`config.mk`:
```
export PLATFORM = sky130hd
export DESIGN_NAME = flash_cmd_decoder
export DESIGN_NICKNAME = d
export VERILOG_FILES = /design/src/rtl/flash_cmd_pkg.sv /design/src/rtl/flash_cmd_rst_sync.sv /design/src/rtl/flash_cmd_match.sv /design/src/rtl/flash_cmd_seq.sv /design/src/rtl/flash_cmd_decoder.sv
export SDC_FILE = /design/constraint.sdc
export NUM_CORES = 1
export LEC_CHECK = 0
export BUFFER_PORTS_ARGS = -buffer_cell sky130_fd_sc_hd__buf_4
export CELL_PAD_IN_SITES_DETAIL_PLACEMENT = 0
export CELL_PAD_IN_SITES_GLOBAL_PLACEMENT = 1
export CORE_AREA = 2 2 103 105
export CTS_CLUSTER_SIZE = 25
export DETAILED_ROUTE_END_ITERATION = 12
export DIE_AREA = 0 0 105 107
export GPL_TIMING_DRIVEN = 0
export PLACE_DENSITY = 0.57
export SETUP_SLACK_MARGIN = 0.02
export SLEW_MARGIN = 20
export SYNTH_ARGS = -nofsm -noshare
export SYNTH_HDL_FRONTEND = slang
export SYNTH_SLANG_ARGS = --single-unit
export TNS_END_PERCENT = 100
```
`constraint.sdc`:
```
create_clock -name clk -period 1.6 [get_ports clk]
set_input_delay 0.24 -clock clk [delete_from_list [all_inputs] [get_ports clk]]
set_output_delay 0.24 -clock clk [all_outputs]
set_load 0.02 [all_outputs]
```
`src/rtl/flash_cmd_pkg.sv`:
```
package flash_cmd_pkg;

  localparam logic [11:0] UNLOCK_HI = 12'hAAA;
  localparam logic [11:0] UNLOCK_LO = 12'h555;

  localparam logic [7:0] KEY_FIRST  = 8'hAA;
  localparam logic [7:0] KEY_SECOND = 8'h55;
  localparam logic [7:0] OP_PROGRAM = 8'hA0;
  localparam logic [7:0] OP_ERASE   = 8'h80;
  localparam logic [7:0] SEL_SECTOR = 8'h30;
  localparam logic [7:0] SEL_CHIP   = 8'h10;
  localparam logic [7:0] OP_QUERY   = 8'h98;
  localparam logic [7:0] OP_EXIT    = 8'hF0;
  localparam logic [7:0] BLANK_BYTE = 8'hFF;

  typedef struct packed {
    logic unlock;     // address is one of the two unlock locations
    logic query;      // query-mode entry pattern
    logic leave;      // exit/reset data value
    logic prog_ok;    // write matches the program prefix at its position
    logic erase_ok;   // write matches the erase prefix at its position
    logic sel_sector; // erase selector: one sector
    logic sel_chip;   // erase selector: whole device
  } step_t;

endpackage

```
`src/rtl/flash_cmd_rst_sync.sv`:
```
module flash_cmd_rst_sync (
  input  logic clk,
  input  logic rst_n,
  output logic rst_sync_n
);
  logic meta_q;
  logic sync_q;

  always_ff @(posedge clk or negedge rst_n) begin
    if (!rst_n) begin
      meta_q <= 1'b0;
      sync_q <= 1'b0;
    end else begin
      meta_q <= 1'b1;
      sync_q <= meta_q;
    end
  end

  assign rst_sync_n = sync_q;
endmodule

```
`src/rtl/flash_cmd_match.sv`:
```
module flash_cmd_match
  import flash_cmd_pkg::*;
#(
  parameter int POS_W = 4
) (
  input  logic [11:0]      addr,
  input  logic [7:0]       data,
  input  logic [POS_W-1:0] pos,
  output step_t            step
);
  logic at_hi;
  logic at_lo;

  assign at_hi = (addr == UNLOCK_HI);
  assign at_lo = (addr == UNLOCK_LO);

  always_comb begin
    step            = '0;
    step.unlock     = at_hi | at_lo;
    step.query      = at_hi & (data == OP_QUERY);
    step.leave      = (data == OP_EXIT);
    step.sel_sector = (data == SEL_SECTOR);
    step.sel_chip   = (data == SEL_CHIP);

    // Program prefix: positions 0..2 must match, later positions are free.
    case (pos)
      POS_W'(0): step.prog_ok = at_hi & (data == KEY_FIRST);
      POS_W'(1): step.prog_ok = at_lo & (data == KEY_SECOND);
      POS_W'(2): step.prog_ok = at_hi & (data == OP_PROGRAM);
      default:   step.prog_ok = 1'b1;
    endcase

    // Erase prefix: positions 0..4 must match, later positions are free.
    case (pos)
      POS_W'(0): step.erase_ok = at_hi & (data == KEY_FIRST);
      POS_W'(1): step.erase_ok = at_lo & (data == KEY_SECOND);
      POS_W'(2): step.erase_ok = at_hi & (data == OP_ERASE);
      POS_W'(3): step.erase_ok = at_hi & (data == KEY_FIRST);
      POS_W'(4): step.erase_ok = at_lo & (data == KEY_SECOND);
      default:   step.erase_ok = 1'b1;
    endcase
  end
endmodule

```
`src/rtl/flash_cmd_seq.sv`:
```
module flash_cmd_seq
  import flash_cmd_pkg::*;
#(
  parameter int HIST_DEPTH = 10,
  parameter int POS_W      = $clog2(HIST_DEPTH + 1)
) (
  input  logic             clk,
  input  logic             rst_n,
  input  logic             fire,
  input  step_t            step,
  output logic [POS_W-1:0] pos,
  output logic             hit_prog,
  output logic             hit_sector,
  output logic             hit_chip,
  output logic             cfi_mode
);
  localparam logic [POS_W-1:0] POS_LIMIT = POS_W'(HIST_DEPTH);
  localparam logic [POS_W-1:0] POS_PROG  = POS_W'(3);
  localparam logic [POS_W-1:0] POS_ERASE = POS_W'(5);

  logic [POS_W-1:0] pos_q, pos_n;
  logic             prog_trk_q, prog_trk_n;
  logic             erase_trk_q, erase_trk_n;
  logic             cfi_q, cfi_n;
  logic             recording;
  logic             hit_query;
  logic             hit_erase;

  assign recording = (pos_q < POS_LIMIT);
  assign hit_query = fire & recording & (pos_q == '0) & step.query;
  assign hit_prog  = fire & recording & (pos_q == POS_PROG) & prog_trk_q;
  assign hit_erase = fire & recording & (pos_q == POS_ERASE) & erase_trk_q;
  assign hit_sector = hit_erase & step.sel_sector;
  assign hit_chip   = hit_erase & step.sel_chip;

  always_comb begin
    pos_n       = pos_q;
    prog_trk_n  = prog_trk_q;
    erase_trk_n = erase_trk_q;
    cfi_n       = cfi_q;
    if (recording) begin
      pos_n       = pos_q + POS_W'(1);
      prog_trk_n  = prog_trk_q & step.prog_ok;
      erase_trk_n = erase_trk_q & step.erase_ok;
    end
    if (hit_query) begin
      cfi_n = 1'b1;
      pos_n = '0;
    end
    if (hit_prog) pos_n = '0;
    if (!step.unlock) pos_n = '0;
    if (step.leave) begin
      pos_n = '0;
      cfi_n = 1'b0;
    end
    if (pos_n == '0) begin
      prog_trk_n  = 1'b1;
      erase_trk_n = 1'b1;
    end
  end

  always_ff @(posedge clk or negedge rst_n) begin
    if (!rst_n) begin
      pos_q       <= '0;
      prog_trk_q  <= 1'b1;
      erase_trk_q <= 1'b1;
      cfi_q       <= 1'b0;
    end else if (fire) begin
      pos_q       <= pos_n;
      prog_trk_q  <= prog_trk_n;
      erase_trk_q <= erase_trk_n;
      cfi_q       <= cfi_n;
    end
  end

  assign pos      = pos_q;
  assign cfi_mode = cfi_q;

  // position never runs past the recording limit
  a_r9_pos_bound: assert property (@(posedge clk) disable iff (!rst_n)
    pos_q <= POS_LIMIT);

  // exit data always leaves query mode
  a_r3_exit_clears: assert property (@(posedge clk) disable iff (!rst_n)
    (fire && step.leave) |=> !cfi_q);

  // query pattern as first write enters query mode
  a_r2_query_entry: assert property (@(posedge clk) disable iff (!rst_n)
    (fire && pos_q == '0 && step.query) |=> cfi_q);

  // state holds without an enabled write
  a_r10_hold: assert property (@(posedge clk) disable iff (!rst_n)
    !fire |=> ($stable(cfi_q) && $stable(pos_q)));
endmodule

```
`src/rtl/flash_cmd_decoder.sv`:
```
module flash_cmd_decoder
  import flash_cmd_pkg::*;
#(
  parameter int MAP_AW      = 25,
  parameter int SECTOR_LOG2 = 17,
  parameter int HIST_DEPTH  = 10
) (
  input  logic                          clk,
  input  logic                          rst_n,
  input  logic                          save_en,
  input  logic                          wr_en,
  input  logic [11:0]                   wr_addr,
  input  logic [7:0]                    wr_data,
  input  logic [MAP_AW-1:0]             map_addr,
  input  logic [7:0]                    cur_byte,
  output logic                          prog_pulse,
  output logic                          prog_refused,
  output logic                          sect_erase_pulse,
  output logic                          chip_erase_pulse,
  output logic [MAP_AW-SECTOR_LOG2-1:0] sector_idx,
  output logic [MAP_AW-1:0]             op_addr,
  output logic [7:0]                    op_data,
  output logic                          cfi_mode
);
  localparam int POS_W  = $clog2(HIST_DEPTH + 1);
  localparam int SECT_W = MAP_AW - SECTOR_LOG2;

  logic             rst_sync_n;
  logic             fire;
  step_t            step;
  logic [POS_W-1:0] pos;
  logic             hit_prog, hit_sector, hit_chip;
  logic             blank;
  logic             any_hit;

  logic              prog_q, refused_q, sect_q, chip_q;
  logic              prog_n, refused_n, sect_n, chip_n;
  logic [SECT_W-1:0] sidx_q;
  logic [MAP_AW-1:0] oaddr_q;
  logic [7:0]        odata_q;

  flash_cmd_rst_sync u_rst (
    .clk        (clk),
    .rst_n      (rst_n),
    .rst_sync_n (rst_sync_n)
  );

  assign fire = wr_en & save_en;

  flash_cmd_match #(.POS_W(POS_W)) u_match (
    .addr (wr_addr),
    .data (wr_data),
    .pos  (pos),
    .step (step)
  );

  flash_cmd_seq #(.HIST_DEPTH(HIST_DEPTH), .POS_W(POS_W)) u_seq (
    .clk        (clk),
    .rst_n      (rst_sync_n),
    .fire       (fire),
    .step       (step),
    .pos        (pos),
    .hit_prog   (hit_prog),
    .hit_sector (hit_sector),
    .hit_chip   (hit_chip),
    .cfi_mode   (cfi_mode)
  );

  assign blank   = (cur_byte == BLANK_BYTE);
  assign any_hit = hit_prog | hit_sector | hit_chip;

  always_comb begin
    prog_n    = hit_prog & blank;
    refused_n = hit_prog & ~blank;
    sect_n    = hit_sector;
    chip_n    = hit_chip;
  end

  always_ff @(posedge clk or negedge rst_sync_n) begin
    if (!rst_sync_n) begin
      prog_q    <= 1'b0;
      refused_q <= 1'b0;
      sect_q    <= 1'b0;
      chip_q    <= 1'b0;
    end else begin
      prog_q    <= prog_n;
      refused_q <= refused_n;
      sect_q    <= sect_n;
      chip_q    <= chip_n;
    end
  end

  always_ff @(posedge clk or negedge rst_sync_n) begin
    if (!rst_sync_n) begin
      sidx_q  <= '0;
      oaddr_q <= '0;
      odata_q <= '0;
    end else if (any_hit) begin
      sidx_q  <= map_addr[MAP_AW-1:SECTOR_LOG2];
      oaddr_q <= map_addr;
      odata_q <= wr_data;
    end
  end

  assign prog_pulse       = prog_q;
  assign prog_refused     = refused_q;
  assign sect_erase_pulse = sect_q;
  assign chip_erase_pulse = chip_q;
  assign sector_idx       = sidx_q;
  assign op_addr          = oaddr_q;
  assign op_data          = odata_q;

  // at most one outcome per cycle
  a_r11_exclusive: assert property (@(posedge clk) disable iff (!rst_sync_n)
    $onehot0({prog_q, refused_q, sect_q, chip_q}));

  // no outcome follows a cycle without an enabled write
  a_r10_gated: assert property (@(posedge clk) disable iff (!rst_sync_n)
    !(wr_en && save_en) |=> !(prog_q || refused_q || sect_q || chip_q));

  // programming only on a blank byte
  a_r5_blank_only: assert property (@(posedge clk) disable iff (!rst_sync_n)
    prog_q |-> ($past(cur_byte) == BLANK_BYTE));

  // reported sector matches the mapped address of the deciding write
  a_r6_sector_idx: assert property (@(posedge clk) disable iff (!rst_sync_n)
    sect_q |-> (sidx_q == $past(map_addr[MAP_AW-1:SECTOR_LOG2])));
endmodule

```
### Yosys cells after proc, flatten, opt, wreduce, memory -nomap -nowiden

Cells that the tools add are included.

* add/sub/neg operators: 1
* $lt $le $gt $ge: 1
* eq/ne operators: 16
* mux-type cells: 13
* bitwise logic cells: 23
* reduce and logical (&&, ||, !) cells: 8

Operator list (count)
* $eq 8x8->1 const B: 6
* $mux 4: 5
* $and 1x1->1: 19
* $eq 12x11->1 const B: 1
* $eq 12x12->1 const B: 1
* $eq 4x2->1 const B: 2
* $eq 4x3->1 const B: 2
* $eq 8x5->1 const B: 1
* $eq 8x6->1 const B: 1
* $eq 8x7->1 const B: 1
* $logic_not 4->1: 2
* $mux 1: 6
* $pmux 1 s3: 2
* $add 4x1->4 const B: 1
* $eq 4x1->1 const B: 1
* $lt 4x4->1 const B: 1
* $reduce_and 2->1: 2
* $reduce_bool 2->1: 2
* $reduce_or 2->1: 2
* $or 1x1->1: 3
* $not 1->1: 1

* flip-flop bits (word level): 54
* input port bits: 57
* output and inout port bits: 46
* word-level logic and storage cells: 75

### Depth between registers and ports, before layout

* word-level depth: 11
* depth in mapped cells: 8
* depth with buffers taken out: 7

### By module

Synthesis repeated with hierarchy kept, for this count alone.

* cell total of the unflattened synthesis: 190
* area total of the unflattened synthesis: 2293.4 um2

Modules (own cells, without submodules)
* flash_cmd_decoder: instances 1, cells an instance 88, area an instance 1442.6 um2, sequential area each 925.9 um2
* flash_cmd_seq: instances 1, cells an instance 56, area an instance 474.2 um2, sequential area each 177.7 um2
* flash_cmd_match: instances 1, cells an instance 43, area an instance 322.8 um2, sequential area each 0.0 um2
* flash_cmd_rst_sync: instances 1, cells an instance 3, area an instance 53.8 um2, sequential area each 50.0 um2

### Worst setup path before layout

OpenSTA, ideal clock, no wires.

* path kind: reg2reg
* start point: register u_seq.pos_q[1] (netlist: u_seq.pos[1])
* end point: register oaddr_q[0] (netlist: op_addr[0])
* setup time: 0.125 ns
* data arrival time: 1.744 ns
* data required time: 1.475 ns
* path slack: -0.268 ns
* cell stages (with the launch flop): 9
* buffers on the path: 2
* period minus slack after synthesis: 1.868 ns
* path through: dfrtp_1 -> inv_1 -> ha_1 -> nand3_1 -> nor4_1 -> or2_1 -> buf_4 -> buf_6 -> mux2_2

* word-level cells in the longest chain between the ends: 7
* elaborated cells on any way between the ends: 12
* those cells by class: order compare (1); eq/ne (2); bitwise (9)

Ends and longest elaborated chain
* start, declared: line flash_cmd_seq.sv:21 `logic [POS_W-1:0] pos_q, pos_n;`
* start signal, assigned: line flash_cmd_seq.sv:69 `pos_q <= pos_n;`
* $lt 4x4->1: line flash_cmd_seq.sv:29 `assign recording = (pos_q < POS_LIMIT);`
* $and 1x1->1: line flash_cmd_seq.sv:31, flash_cmd_seq.sv:32
* $and 1x1->1 (2 in a row): line flash_cmd_seq.sv:32 `assign hit_erase = fire & recording & (pos_q == POS_ERASE) & erase_trk_q;`
* $and 1x1->1: line flash_cmd_seq.sv:33 `assign hit_sector = hit_erase & step.sel_sector;`
* $or 1x1->1: line flash_cmd_decoder.sv:70 `assign any_hit = hit_prog | hit_sector | hit_chip;`
* $or 1x1->1 *: line flash_cmd_decoder.sv:70
* end signal, assigned: line flash_cmd_decoder.sv:100 `oaddr_q <= map_addr;`
* end, declared: line flash_cmd_decoder.sv:39 `logic [MAP_AW-1:0] oaddr_q;`

Mark *: on every way between the ends. The rest lies on a longest branch, timed or not.
A chain may end at the register's enable or synchronous reset.

### Worst setup path after layout

* start point: register u_seq.pos_q[0] (netlist: u_seq.pos[0])
* end point: register oaddr_q[11] (netlist: op_addr[11])

The elaborated chain is that of the path after synthesis.

==> results.md <==
* Vias at 1962
* Warnings from Yosys at 0
* Slew Limit Fails at 0
* CTS Sinks at 46
* Routability congestion estimate at 0.761
* Post-Synth Adder-Cell Area at 2.18%
* Design Power at 0.00235 W
* GRT Total Usage at 11.0%
* Max Clk Rate at 541 MHz
* Drt drc at 0
* Congestion Overflow GR at 0
* Initial Util at 22.7%
* Largest net degree at the start of global routing at 31
* CP max stage delay at about 0.46 ns
* Clock skew at 0.00553 ns
* Cts bufs inserted at 5
* Layout Utilization at 37.1%
* Die area at around 0.011 mm^2
* Critical Path RT at 1.78 ns
* Post-synth top area share at 48.0%
* Cells after synthesis at ~190
* Min Clock Period, post-route at 1.85 ns
* Area delta synth->final at 62.9%
* H-tree depth at 2
* Async set-or-reset flop fraction in the synthesized netlist at between 90% and 100%
* Diode count at 0
* CTS tree: yes
* Endpoints failing hold at 0
* Clock latency on the worst-skew pair at a little under 0.3 ns
* First DRT Iteration DRCs at 63
* Main combinational cell family by area after synthesis: simple AND/OR/NAND/NOR gates
* Filler cells at approximately 1000
* Setup violators final at 41
* Critical path launch point type: register
* Ratio of cells with drive above 1 in the final layout at between 60% and 70%
* Synth Net Count at 249
* WS Path Type: reg2reg
* Post-synthesis simple-gate area fraction at 18.1%
* Slowest cell on the critical path: dfrtp_2
* Hold Path Class: in2reg
* Status: complete, but fails checks
* DP Worst Slack at -0.453 ns
* Mapped Area at roughly 0.0023 mm^2
* RSZ-0062 raised after global routing: yes
* Failing checks: setup timing
* Final worst slack at -0.248 ns
* #FFs+latches synth at 46
* Post-synthesis sequential area ratio at 50.2%
* Vias per Instance at roughly 4.3
* Routed length per instance at ~14 um
* DP Area at 0.00330 mm^2
* Crit Path Max Fanout at 6
* Core box area at 0.0101 mm^2
* Crit path arrival time at 2.03 ns
* Crit path capture type: register
* Top delay family on crit path: flip-flops
* Die X at 105 um
* Final instance area at 0.00374 mm^2
* Vias in the first global route at 2028
* Final period util at 116%
* IO Port Bufs at 102
* First-pass GRT wire length at 10000 um
* Clock transition at path regs at ~0.080 ns
* Register area at 0.00116 mm^2
* Mux cell area share after synthesis at 16.2%
* Compound-gate portion of the synthesized area at 6.92%
* Post-Syn Area per Cell at 12.2 um^2
* Cell leakage power at 1.77 nW
* Post-synth EDFFs at 0
* Total Wirelength at slightly above 6000 um
* Post-synth cell types at 47
* Die height at 107 um
* CP cell instances: buf_12 > ha_4 > nand2_2 > nor2_4 > or2_1 > buf_6 > clkbuf_16 > mux2_4
* Area of the multi-input gates at 0.00120 mm^2
* XOR/XNOR Fraction of Synth Area at 0%
* Max-Cap Viols at 0
* Synth area leaders: dfrtp_1 (48%), mux2_2 (16%), buf_4 (2.9%), dfstp_2 (2.3%), ha_1 (2.2%)
* Power per cell area at 628 mW/mm^2
* Most used DFF post-synth: dfrtp_1
* Max Buffers Root-to-Sink at 2
* Final ANT Viol Nets at 0
* Buffers and inverters on the worst path at 3
* Worst-case vdd ir drop at 0.346 mV
* Row cnt at 37
* CTS root buf: clkbuf_8
* Nets@finish at ~380
* Cell accounting for the most synthesized area: dfrtp_1
* Dpl hpwl at ~4500 um
* Top-Level Pins at ~100
* Pre-antenna DRT Iters at 4
* Initial antenna violation count at 0
## final cells by class
| type | instances | share of cell area (%) |
|---|---|---|
| Clock buffer | 7 | 2.31 |
| Buffer | 14 | 4.05 |
| Inverter | 4 | 0.535 |
| Sequential cell | 46 | 30.9 |
| Clock inverter | 1 | 0.134 |
| Multi-Input combinational cell | 124 | 32.0 |
| Timing Repair Buffer | 121 | 25.5 |
| Tap cell | 136 | 4.55 |
## worst paths after layout
check	start	to	slack (ns)	cells past startpoint
max	u_seq.pos[0]$_DFFE_PN0N_	op_addr[11]$_DFFE_PN0P_	-0.25	8
min	wr_data[5]	chip_erase_pulse$_DFF_PN0_	0.16	2
max reg2reg	u_seq.pos[0]$_DFFE_PN0N_	op_addr[11]$_DFFE_PN0P_	-0.25	8
min reg2reg	u_rst.rst_sync_n$_DFF_PN0_	op_addr[5]$_DFFE_PN0P_	0.19	0
max in group asynchronous	u_rst.rst_sync_n$_DFF_PN0_	u_seq.prog_trk_q$_DFFE_PN1P_	0.85	1
min in group asynchronous	u_rst.rst_sync_n$_DFF_PN0_	op_addr[5]$_DFFE_PN0P_	0.19	0
## cell usage after synthesis, drive strengths merged (2+ instances only)
cell	count
o2111ai	2
and3	2
o21ai	5
nand4	3
nor2	10
and4bb	3
nor3	4
dfrtp	44
dfstp	2
nor2b	2
ha	4
inv	4
nor4	3
o31ai	2
nor4b	2
nand2	7
a21oi	5
or4	2
o21a	2
nand3b	2
nand3	7
buf	13
mux2	33
and2	3
nor4bb	5
## repair_timing
action,in CTS,in global routing
hold endpoints to repair,2,0
pin swaps,1,9
resized for setup,10,37
hold buffers,1,0
gates cloned,0,1
setup endpoints to repair,40,42
setup buffers,9,7
## power breakdown
| part | switching [W] | internal (W) | leakage (nW) |
|---|---|---|---|
| clock | 0.000385 | 0.000349 | 0.0482 |
| sequential | 0.0000325 | 0.00121 | 0.610 |
| combinational | 0.000160 | 0.000216 | 1.11 |
| total | 0.000577 | 0.00177 | 1.77 |
## cells in the final DEF (no fill, tap or decap), types with 2 or more instances in the layout
master / count
buf_4: 125
dfrtp_1: 41
mux2_4: 21
mux2_2: 12
nor2_1: 9
nand3_1: 7
clkbuf_8: 7
nor4bb_1: 5
nand2_1: 4
buf_12: 4
a21oi_1: 4
nor3_1: 4
and2_1: 3
nand4_1: 3
nand2_2: 3
and4bb_2: 3
ha_4: 3
dfrtp_2: 3
inv_4: 2
buf_6: 2
o21a_1: 2
nand3b_1: 2
o21ai_2: 2
o21ai_1: 2
inv_1: 2
o2111ai_1: 2
o31ai_1: 2
dfstp_2: 2
## worst register-to-register path: stages (launching register included)
cell and delay (ns):
dfrtp_2 0.46, buf_12 0.15, ha_4 0.18, nand2_2 0.09, nor2_4 0.05, or2_1 0.22
buf_6 0.15, clkbuf_16 0.16, mux2_4 0.29
## cell families (layout without fill, tap and decap cells)
| family | count (synthesis) | count (layout) |
|---|---|---|
| and+or+nand+nor | 63 | 63 |
| DFF | 46 | 46 |
| muxes | 33 | 33 |
| AOI/OAI and AO/OA | 23 | 23 |
| buffers and inverters | 18 | 147 |
| adders and majority gates | 4 | 4 |
| other | 1 | 1 |
## metrics by stage
| step | instances | hold WS, ns | TNS, ns |
|---|---|---|---|
| 2_1_floorplan | 188 | -0.0556 | -3.89 |
| 3_3_place_gp | 426 | 0.0242 | -38.26 |
| 3_5_place_dp | 427 | 0.0261 | -15.70 |
| 4_1_cts | 445 | 0.143 | -8.19 |
| 5_1_grt | 453 | 0.158 | -11.60 |
| 6_report | 453 | 0.157 | -8.44 |
## state kept, by name, summed over array words and instances, names as in the netlist
name / count
u_seq.cfi_mode: 1
prog_pulse: 1
u_seq.erase_trk_q: 1
u_rst.rst_sync_n: 1
prog_refused: 1
chip_erase_pulse: 1
u_rst.meta_q: 1
op_addr: 17
op_data: 8
sector_idx: 8
u_seq.pos: 4
u_seq.prog_trk_q: 1
sect_erase_pulse: 1
## per-layer routing
| layer | vias up | routed length (um) | track usage (%) | part of all wire (%) |
|---|---|---|---|---|
| li1 | 943 | - | - | - |
| met4 | 0 | 18 | 2.00 | 0.29 |
| met1 | 954 | 2780 | 14.2 | 45 |
| met5 | - | 0 | 0 | 0 |
| met2 | 63 | 3020 | 18.2 | 49 |
| met3 | 2 | 411 | 3.34 | 6.6 |
(Power assumes the default switching activity.)
